<file path="src/rtl/rtcmap_pkg.sv">
package rtcmap_pkg;

    // fixed layout of the low clock/control area
    localparam int CLK_COUNT = 14;
    localparam int OFF_CTLA  = 10;
    localparam int OFF_CTLC  = 12;
    localparam int OFF_CTLD  = 13;
    localparam int BANK_BIT  = 4;

    // extended group offsets, relative to the start of the upper half
    localparam int XOFF_CENT  = 8;
    localparam int XOFF_ADATE = 9;
    localparam int XOFF_XCA   = 10;
    localparam int XOFF_XCB   = 11;
    localparam int XOFF_XADDR = 12;
    localparam int XOFF_XDATA = 13;

    typedef enum logic [3:0] {
        RG_CLOCK,
        RG_CTLA,
        RG_CTLC,
        RG_CTLD,
        RG_GRAM,
        RG_CENT,
        RG_ADATE,
        RG_XCA,
        RG_XCB,
        RG_XADDR,
        RG_XDATA,
        RG_NONE
    } region_t;

    typedef enum logic {
        ST_IDLE,
        ST_RESP
    } acc_state_t;

endpackage

</file>
<file path="src/rtl/rtcmap_decode.sv">
module rtcmap_decode
    import rtcmap_pkg::*;
#(
    parameter int ADDR_W = 7,
    parameter int GIDX_W = 7
) (
    input  logic [ADDR_W-1:0] addr_i,
    input  logic              bank_i,
    output region_t           region_o,
    output logic [GIDX_W-1:0] gidx_o
);

    localparam int SPACE = 1 << ADDR_W;
    localparam int HALF  = SPACE / 2;

    logic [ADDR_W-1:0] rel;
    logic [ADDR_W-1:0] goff;

    always_comb begin
        rel  = addr_i - ADDR_W'(HALF);
        goff = addr_i - ADDR_W'(CLK_COUNT);
        gidx_o = GIDX_W'(goff);
        if (addr_i < ADDR_W'(CLK_COUNT)) begin
            if (addr_i == ADDR_W'(OFF_CTLA))      region_o = RG_CTLA;
            else if (addr_i == ADDR_W'(OFF_CTLC)) region_o = RG_CTLC;
            else if (addr_i == ADDR_W'(OFF_CTLD)) region_o = RG_CTLD;
            else                                  region_o = RG_CLOCK;
        end else if (!bank_i || addr_i < ADDR_W'(HALF)) begin
            region_o = RG_GRAM;
        end else begin
            unique case (rel)
                ADDR_W'(XOFF_CENT):  region_o = RG_CENT;
                ADDR_W'(XOFF_ADATE): region_o = RG_ADATE;
                ADDR_W'(XOFF_XCA):   region_o = RG_XCA;
                ADDR_W'(XOFF_XCB):   region_o = RG_XCB;
                ADDR_W'(XOFF_XADDR): region_o = RG_XADDR;
                ADDR_W'(XOFF_XDATA): region_o = RG_XDATA;
                default:             region_o = RG_NONE;
            endcase
        end
    end

endmodule

</file>
<file path="src/rtl/rtcmap_bram.sv">
module rtcmap_bram #(
    parameter int DEPTH  = 114,
    parameter int DATA_W = 8,
    parameter int IDX_W  = (DEPTH > 1) ? $clog2(DEPTH) : 1
) (
    input  logic              clk,
    input  logic              rst_n,
    input  logic              we_i,
    input  logic [IDX_W-1:0]  idx_i,
    input  logic [DATA_W-1:0] wdata_i,
    output logic [DATA_W-1:0] rdata_o
);

    logic [DATA_W-1:0] mem [DEPTH];

    always_ff @(posedge clk or negedge rst_n) begin
        if (!rst_n) begin
            for (int i = 0; i < DEPTH; i++) mem[i] <= '0;
        end else if (we_i && (int'(idx_i) < DEPTH)) begin
            mem[idx_i] <= wdata_i;
        end
    end

    always_comb begin
        if (int'(idx_i) < DEPTH) rdata_o = mem[idx_i];
        else                     rdata_o = '0;
    end

endmodule

</file>
<file path="src/rtl/rtcmap_clkregs.sv">
module rtcmap_clkregs
    import rtcmap_pkg::*;
#(
    parameter int DATA_W = 8,
    parameter int CIDX_W = 4
) (
    input  logic              clk,
    input  logic              rst_n,
    input  logic              we_i,
    input  logic [CIDX_W-1:0] idx_i,
    input  logic [DATA_W-1:0] wdata_i,
    output logic [DATA_W-1:0] rdata_o,
    output logic              bank_o
);

    logic [DATA_W-1:0] regs [CLK_COUNT];

    always_ff @(posedge clk or negedge rst_n) begin
        if (!rst_n) begin
            for (int i = 0; i < CLK_COUNT; i++) regs[i] <= '0;
        end else if (we_i && (int'(idx_i) < CLK_COUNT)) begin
            if (idx_i == CIDX_W'(OFF_CTLA))
                regs[idx_i] <= {1'b0, wdata_i[DATA_W-2:0]};
            else
                regs[idx_i] <= wdata_i;
        end
    end

    always_comb begin
        if (int'(idx_i) < CLK_COUNT) rdata_o = regs[idx_i];
        else                         rdata_o = '0;
        bank_o = regs[OFF_CTLA][BANK_BIT];
    end

endmodule

</file>
<file path="src/rtl/rtcmap_top.sv">
module rtcmap_top
    import rtcmap_pkg::*;
#(
    parameter int ADDR_W  = 7,
    parameter int DATA_W  = 8,
    parameter int XADDR_W = 8,
    parameter int FLAG_W  = 4
) (
    input  logic              clk,
    input  logic              rst_n,
    input  logic              req_i,
    input  logic              we_i,
    input  logic [ADDR_W-1:0] addr_i,
    input  logic [DATA_W-1:0] wdata_i,
    input  logic              uip_i,
    input  logic              vrt_i,
    input  logic [FLAG_W-1:0] flags_i,
    output logic [DATA_W-1:0] rdata_o,
    output logic              rvalid_o
);

    localparam int SPACE      = 1 << ADDR_W;
    localparam int GRAM_DEPTH = SPACE - CLK_COUNT;
    localparam int GIDX_W     = $clog2(GRAM_DEPTH);
    localparam int CIDX_W     = $clog2(CLK_COUNT);
    localparam int XDEPTH     = 1 << XADDR_W;

    acc_state_t state, state_nx;
    region_t    region;
    logic                  bank;
    logic [GIDX_W-1:0]     gidx;
    logic [DATA_W-1:0]     clk_rd, gram_rd, xram_rd, rd_mux, rdata_q;
    logic [DATA_W-1:0]     cent_q, adate_q, xca_q, xcb_q;
    logic [XADDR_W-1:0]    xaddr_q;
    logic                  wr, rd, clk_we, gram_we, xram_we;

    assign wr = req_i && we_i;
    assign rd = req_i && !we_i;

    rtcmap_decode #(.ADDR_W(ADDR_W), .GIDX_W(GIDX_W)) u_dec (
        .addr_i  (addr_i),
        .bank_i  (bank),
        .region_o(region),
        .gidx_o  (gidx)
    );

    always_comb begin
        clk_we  = wr && (region == RG_CLOCK || region == RG_CTLA);
        gram_we = wr && (region == RG_GRAM);
        xram_we = wr && (region == RG_XDATA);
    end

    rtcmap_clkregs #(.DATA_W(DATA_W), .CIDX_W(CIDX_W)) u_clk (
        .clk    (clk),
        .rst_n  (rst_n),
        .we_i   (clk_we),
        .idx_i  (addr_i[CIDX_W-1:0]),
        .wdata_i(wdata_i),
        .rdata_o(clk_rd),
        .bank_o (bank)
    );

    rtcmap_bram #(.DEPTH(GRAM_DEPTH), .DATA_W(DATA_W), .IDX_W(GIDX_W)) u_gram (
        .clk    (clk),
        .rst_n  (rst_n),
        .we_i   (gram_we),
        .idx_i  (gidx),
        .wdata_i(wdata_i),
        .rdata_o(gram_rd)
    );

    rtcmap_bram #(.DEPTH(XDEPTH), .DATA_W(DATA_W), .IDX_W(XADDR_W)) u_xram (
        .clk    (clk),
        .rst_n  (rst_n),
        .we_i   (xram_we),
        .idx_i  (xaddr_q),
        .wdata_i(wdata_i),
        .rdata_o(xram_rd)
    );

    // extended register group of bank 1
    always_ff @(posedge clk or negedge rst_n) begin
        if (!rst_n) begin
            cent_q  <= '0;
            adate_q <= '0;
            xca_q   <= '0;
            xcb_q   <= '0;
            xaddr_q <= '0;
        end else if (wr) begin
            unique case (region)
                RG_CENT:  cent_q  <= wdata_i;
                RG_ADATE: adate_q <= wdata_i;
                RG_XCA:   xca_q   <= {1'b0, wdata_i[DATA_W-2:0]};
                RG_XCB:   xcb_q   <= wdata_i;
                RG_XADDR: xaddr_q <= XADDR_W'(wdata_i);
                default:  ;
            endcase
        end
    end

    // read selection with read-only bits merged in
    always_comb begin
        unique case (region)
            RG_CLOCK: rd_mux = clk_rd;
            RG_CTLA:  rd_mux = {uip_i, clk_rd[DATA_W-2:0]};
            RG_CTLC:  rd_mux = {flags_i, {(DATA_W-FLAG_W){1'b0}}};
            RG_CTLD:  rd_mux = {vrt_i, {(DATA_W-1){1'b0}}};
            RG_GRAM:  rd_mux = gram_rd;
            RG_CENT:  rd_mux = cent_q;
            RG_ADATE: rd_mux = adate_q;
            RG_XCA:   rd_mux = {vrt_i, xca_q[DATA_W-2:0]};
            RG_XCB:   rd_mux = xcb_q;
            RG_XADDR: rd_mux = DATA_W'(xaddr_q);
            RG_XDATA: rd_mux = xram_rd;
            default:  rd_mux = '0;
        endcase
    end

    // access state machine: state register
    always_ff @(posedge clk or negedge rst_n) begin
        if (!rst_n) state <= ST_IDLE;
        else        state <= state_nx;
    end

    // next state
    always_comb begin
        unique case (state)
            ST_IDLE: state_nx = rd ? ST_RESP : ST_IDLE;
            ST_RESP: state_nx = rd ? ST_RESP : ST_IDLE;
            default: state_nx = ST_IDLE;
        endcase
    end

    // captured read data
    always_ff @(posedge clk or negedge rst_n) begin
        if (!rst_n)  rdata_q <= '0;
        else if (rd) rdata_q <= rd_mux;
    end

    // outputs
    always_comb begin
        rvalid_o = (state == ST_RESP);
        rdata_o  = rdata_q;
    end

endmodule

</file>
<file path="config.mk">
export PLATFORM = sky130hd
export DESIGN_NAME = rtcmap_top
export DESIGN_NICKNAME = d
export VERILOG_FILES = /design/src/rtl/rtcmap_pkg.sv /design/src/rtl/rtcmap_decode.sv /design/src/rtl/rtcmap_bram.sv /design/src/rtl/rtcmap_clkregs.sv /design/src/rtl/rtcmap_top.sv
export SDC_FILE = /design/constraint.sdc
export NUM_CORES = 2
export LEC_CHECK = 0
export BUFFER_PORTS_ARGS = -buffer_cell sky130_fd_sc_hd__buf_4
export CORE_ASPECT_RATIO = 1.75
export CORE_MARGIN = 2
export CORE_UTILIZATION = 35
export DETAILED_ROUTE_END_ITERATION = 10
export GPL_ROUTABILITY_DRIVEN = 0
export GPL_TIMING_DRIVEN = 0
export PLACE_DENSITY = 0.48
export SYNTH_ARGS = -nofsm -noshare
export SYNTH_HDL_FRONTEND = slang
export SYNTH_SLANG_ARGS = --single-unit
</file>
<file path="constraint.sdc">
create_clock -name clk -period 3.2 [get_ports clk]
set_input_delay 0.64 -clock clk [delete_from_list [all_inputs] [get_ports clk]]
set_output_delay 0.64 -clock clk [all_outputs]
set_load 0.005 [all_outputs]
</file>
==> impl_metrics.tcl <==
set metrics [dict create \
    worst_setup_slack_after_placement_ns -4.72 \
    cell_seen_most_often_among_critical_path_stages "sky130_fd_sc_hd__buf_16" \
    netSwitchingPower_mw 21.7 \
    die_area_sq_um 413000 \
    total_leakage_power_nw 81.4 \
    critical_path_buf_inv_count 6 \
    syn_nets 9480 \
    cpLargestDelayFamily "compound AO/OA/AOI/OAI gates" \
    worstSkewPairLatency_ns 1.01 \
    worst-setup-path-type "reg2reg" \
    holdWs_ns -0.0967 \
    cts.htree.levels 5 \
    first_pass_iters 6 \
    critPathArrivalTime_ns 4.75 \
    relSlewSlack_pct -1.77 \
    post_route_ant_nets 0 \
    cp_cell_sequence "buf_12 > buf_16 > buf_16 > buf_8 > buf_16 > buf_16 > mux2i_1 > a221oi_2 > o21ai_2 > o211ai_1 > nand4b_1 > a41oi_2" \
    grt_max_degree 189 \
    clock.fmax_mhz 259 \
    cts_tree "yes" \
    critical_path.max_stage_delay_ns 0.61 \
    synth_area_per_cell_sq_um 15.1 \
    min-delay-path-class "in2async" \
    period_minus_slack_ns 3.86 \
    vias 96400 \
    mapped_cell_area_sq_um 143000 \
    numCtsBuffers 311 \
    number_of_cells_in_the_finished_layout_apart_from_fillers 16000 \
    synth_seq_area_share_pct 54.7 \
    worstReg2RegEnd "rdata_o[2]" \
    first_global_vias 101000 \
    wirelength_mm 707 \
    core.rowCount 310 \
    cts.sinks 3120 \
    dpl_cells 14900 \
    finalHoldViolCount 105 \
    ys.flop_type "sky130_fd_sc_hd__dfrtp_1" \
    grt_remaining_overflow 0 \
    worst-slew-pin-transition_ns 1.53 \
    required_ns 4.09 \
    power.internal_mw 63.5 \
    worstSetupStartpointType "flop" \
    worst-path-max-fanout 8 \
    initial_core_util_pct 35.1 \
    number_of_warning_messages_in_the_yosys_log 0 \
    vdd_ir_drop_max_mv 0.436 \
    skew_ns 0.0512 \
    register_to_register_setup_slack_ns -0.66 \
    clock_tree.root_cell "sky130_fd_sc_hd__clkbuf_16" \
    drc 0 \
    boundaryPins 34 \
    result_of_the_run "finished with violations" \
    grt_use_total_pct 33.6 \
    clock_tree.buffer_depth 4 \
    synth.distinct_cells 84 \
    power_frac_comb_pct 7.3 \
    fraction_of_final_layout_cells_with_drive_strength_greater_than_1_pct 54.8 \
    final_min_period_over_clock_period_pct 121 \
    first_pass_grt_wire_length_mm 930 \
    violations "hold timing, capacitance limit, slew limit, setup timing" \
    drt_iter0_markers 8243 \
    synthCells 9450 \
    critical_path_depth 12 \
    floorplan.core_area_sq_um 407000 \
    die_h_microns 849 \
    reg2regPathDepth 12 \
    grt_antenna_before_repair 55 \
    rsz0062_at_grt "true" \
    clk_pin_slew_ns 0.07 \
    ys_seq_elements 3120 \
    die_w_microns 487 \
    pwr_density_cell_nw_per_um2 485 \
    crit_start "xaddr_q[1]" \
    layout_setup_ws_ns -0.656 \
    end_kind "flop" \
    switching_share_pct 25.5 \
    synth_enable_flop_cells 0 \
    slowest_stage "sky130_fd_sc_hd__nand4b_1" \
    crit_end "rdata_o[2]" \
    finish.net_count 10400 \
    route.detailed.wl_per_inst_microns 44.3 \
    clock_power_share_pct 45.1 \
    area_growth_syn_to_layout_pct 22.9 \
    rr_startpoint "xaddr_q[1]" \
    avgViaCountPerCell 6.04 \
    buffer_ports.inserted 24 \
    final-max-slew-violation-count 22 \
    place_hpwl_mm 503 \
    finalSetupViolations 661 \
    drv.max_cap_violation_count 2 \
    post-route-util_pct 43.2 \
    pwr-share-seq_pct 47.6 \
    synthArstFlopShare_pct 100 \
]
[tightest hold or removal path, delay by kind of cell]
kind / cells / cell delay (ns)
buffers and inverters: 3 / 0.73
[through the flow]
stage                     TNS, ns  cell area [sq um]  hold slack, ns  total power [mW]
after floorplan            -11.11             143000           0.344              43.3
after global placement          -             150000           0.453              46.6
after detailed placement        -             153000           0.447              46.8
after CTS                 -145.00             172000          -0.279              85.2
after global routing       -15.18             176000         -0.0197              87.2
final                      -37.82             176000         -0.0967              85.2
[cells in the mapped netlist, types with 6 or more instances]
cell type                   number  area [sq um]
sky130_fd_sc_hd__nor4_1          9          56.3
sky130_fd_sc_hd__a31oi_1        17           106
sky130_fd_sc_hd__o211ai_1       13          97.6
sky130_fd_sc_hd__o2111ai_1       7          61.3
sky130_fd_sc_hd__mux2_2       3088         34800
sky130_fd_sc_hd__nand3_1        37           185
sky130_fd_sc_hd__and3_1          6          37.5
sky130_fd_sc_hd__a22o_1         23           201
sky130_fd_sc_hd__nor3_1         18          90.1
sky130_fd_sc_hd__nand2_1       357          1340
sky130_fd_sc_hd__buf_1          55           206
sky130_fd_sc_hd__nor2_1         93           349
sky130_fd_sc_hd__nand2b_1       13          81.3
sky130_fd_sc_hd__nor3b_1         6          45.0
sky130_fd_sc_hd__o221ai_1       11          96.3
sky130_fd_sc_hd__a41oi_1         9          78.8
sky130_fd_sc_hd__a21oi_1       121           606
sky130_fd_sc_hd__a2111oi_0      14           123
sky130_fd_sc_hd__clkbuf_1      532          2000
sky130_fd_sc_hd__o21ai_0        66           330
sky130_fd_sc_hd__nand3_2         7          70.1
sky130_fd_sc_hd__o22ai_1        47           294
sky130_fd_sc_hd__nor2b_1        21           131
sky130_fd_sc_hd__and2_1         24           150
sky130_fd_sc_hd__a22oi_1       213          1600
sky130_fd_sc_hd__buf_4          27           203
sky130_fd_sc_hd__nand3b_1       11          82.6
sky130_fd_sc_hd__nor2_2        106           663
sky130_fd_sc_hd__a211oi_1       25           188
sky130_fd_sc_hd__mux4_2        618         13900
sky130_fd_sc_hd__buf_2         110           551
sky130_fd_sc_hd__a221oi_1       23           201
sky130_fd_sc_hd__a32oi_1         7          61.3
sky130_fd_sc_hd__dfrtp_1      3120         78100
sky130_fd_sc_hd__mux2i_1       415          4150
sky130_fd_sc_hd__a311oi_1        6          52.6
sky130_fd_sc_hd__or3_1           6          37.5
sky130_fd_sc_hd__a21o_1          6          45.0
sky130_fd_sc_hd__mux2_1         24           270
sky130_fd_sc_hd__nor2_4         20           225
sky130_fd_sc_hd__nand2_2        13          81.3
[sequential cells by signal, summed over array words and instances (netlist names), named ones only]
register,flops
u_xram.mem,2048
u_gram.mem,912
u_clk.regs,14
adate_q,8
cent_q,8
rdata_o,8
xaddr_q,8
xcb_q,8
xca_q,7
rvalid_o,1
[power groups by stage]
stage | sequential (mW) | combinational (mW) | clock [mW]
after detailed placement | 41.3 | 5.55 | 0
final | 40.5 | 6.23 | 38.4
after floorplan | 41.1 | 2.23 | 0
after global placement | 41.3 | 5.25 | 0
after global routing | 40.6 | 6.39 | 40.2
after CTS | 40.5 | 5.93 | 38.7
[per-layer routing]
layer	part of all wire [%]	vias up	track usage (%)
met1	31	51900	33.4
met2	48	4844	55.2
met5	0.026	-	0
li1	-	37100	-
met3	6.4	2419	7.26
met4	14	28	37.8
[how the worst min path moves through the flow]
stage | startpoint | endpoint | cells after the start
floorplan | rst_n | async pin | 0
global placement | flop | flop | 1
detailed placement | flop | flop | 1
CTS | rst_n | u_gram.mem[768] | 1
global route | rst_n | u_gram.mem[823] | 4
finish | rst_n | u_gram.mem[838] | 3
[cells by family (layout without fill, tap and decap cells)]
| group | count (synthesis) | in the layout | synth area share [%] |
|---|---|---|---|
| muxes | 4145 | 4145 | 37.2 |
| DFF | 3120 | 3120 | 54.7 |
| AOI/OAI and AO/OA | 652 | 652 | 3.19 |
| xor gates and xnor gates | 6 | 6 | 0.0368 |
| adders and majority gates | 5 | 5 | 0.0438 |
| other | 0 | 36 | 0 |
| and+or+nand+nor | 789 | 789 | 2.80 |
| buffers and inverters | 733 | 1894 | 2.09 |
[cell usage in the layout, fill, tap and decap left out, types with 20 or more instances in the layout]
master	netlist	routed
sky130_fd_sc_hd__nor2_1	93	58
sky130_fd_sc_hd__o22ai_1	47	29
sky130_fd_sc_hd__a21oi_1	121	89
sky130_fd_sc_hd__nand2_2	13	154
sky130_fd_sc_hd__nor2_4	20	146
sky130_fd_sc_hd__buf_6	0	88
sky130_fd_sc_hd__nand3_1	37	20
sky130_fd_sc_hd__a22o_1	23	22
sky130_fd_sc_hd__mux2i_1	415	358
sky130_fd_sc_hd__nand2_1	357	199
sky130_fd_sc_hd__mux2_1	24	24
sky130_fd_sc_hd__mux2i_4	0	33
sky130_fd_sc_hd__mux4_2	618	618
sky130_fd_sc_hd__buf_12	0	236
sky130_fd_sc_hd__a21oi_2	1	27
sky130_fd_sc_hd__buf_16	0	105
sky130_fd_sc_hd__clkbuf_4	0	35
sky130_fd_sc_hd__clkbuf_8	0	107
sky130_fd_sc_hd__dfrtp_1	3120	3118
sky130_fd_sc_hd__buf_8	0	45
sky130_fd_sc_hd__clkinv_2	0	49
sky130_fd_sc_hd__o21ai_0	66	47
sky130_fd_sc_hd__clkbuf_2	0	60
sky130_fd_sc_hd__buf_4	27	329
sky130_fd_sc_hd__mux2i_2	0	24
sky130_fd_sc_hd__clkbuf_16	0	342
sky130_fd_sc_hd__clkbuf_1	532	425
sky130_fd_sc_hd__diode_2	0	36
sky130_fd_sc_hd__a22oi_1	213	182
sky130_fd_sc_hd__a22oi_2	0	31
sky130_fd_sc_hd__mux2_2	3088	3072
[final cells by class]
type | count | area (sq um)
Antenna cell | 36 | 90.1
Buffer | 704 | 6140
Inverter | 9 | 76.3
Fill cell | 36200 | 231000
Clock inverter | 84 | 967
Multi-Input combinational cell | 5597 | 65400
Tap cell | 5304 | 6640
Timing Repair Buffer | 639 | 8950
Sequential cell | 3120 | 78100
Clock buffer | 458 | 9210
[repair_timing]
| item | CTS | global route |
|---|---|---|
| pin swaps | 159 | 98 |
| endpoints found under the setup margin | 4041 | 2295 |
| resized for setup | 1268 | 285 |
| endpoints found under the hold margin | 130 | 130 |
| gates cloned | 8 | 7 |
| setup buffers | 299 | 177 |
No activity file was read; power rests on OpenSTA's default activity.
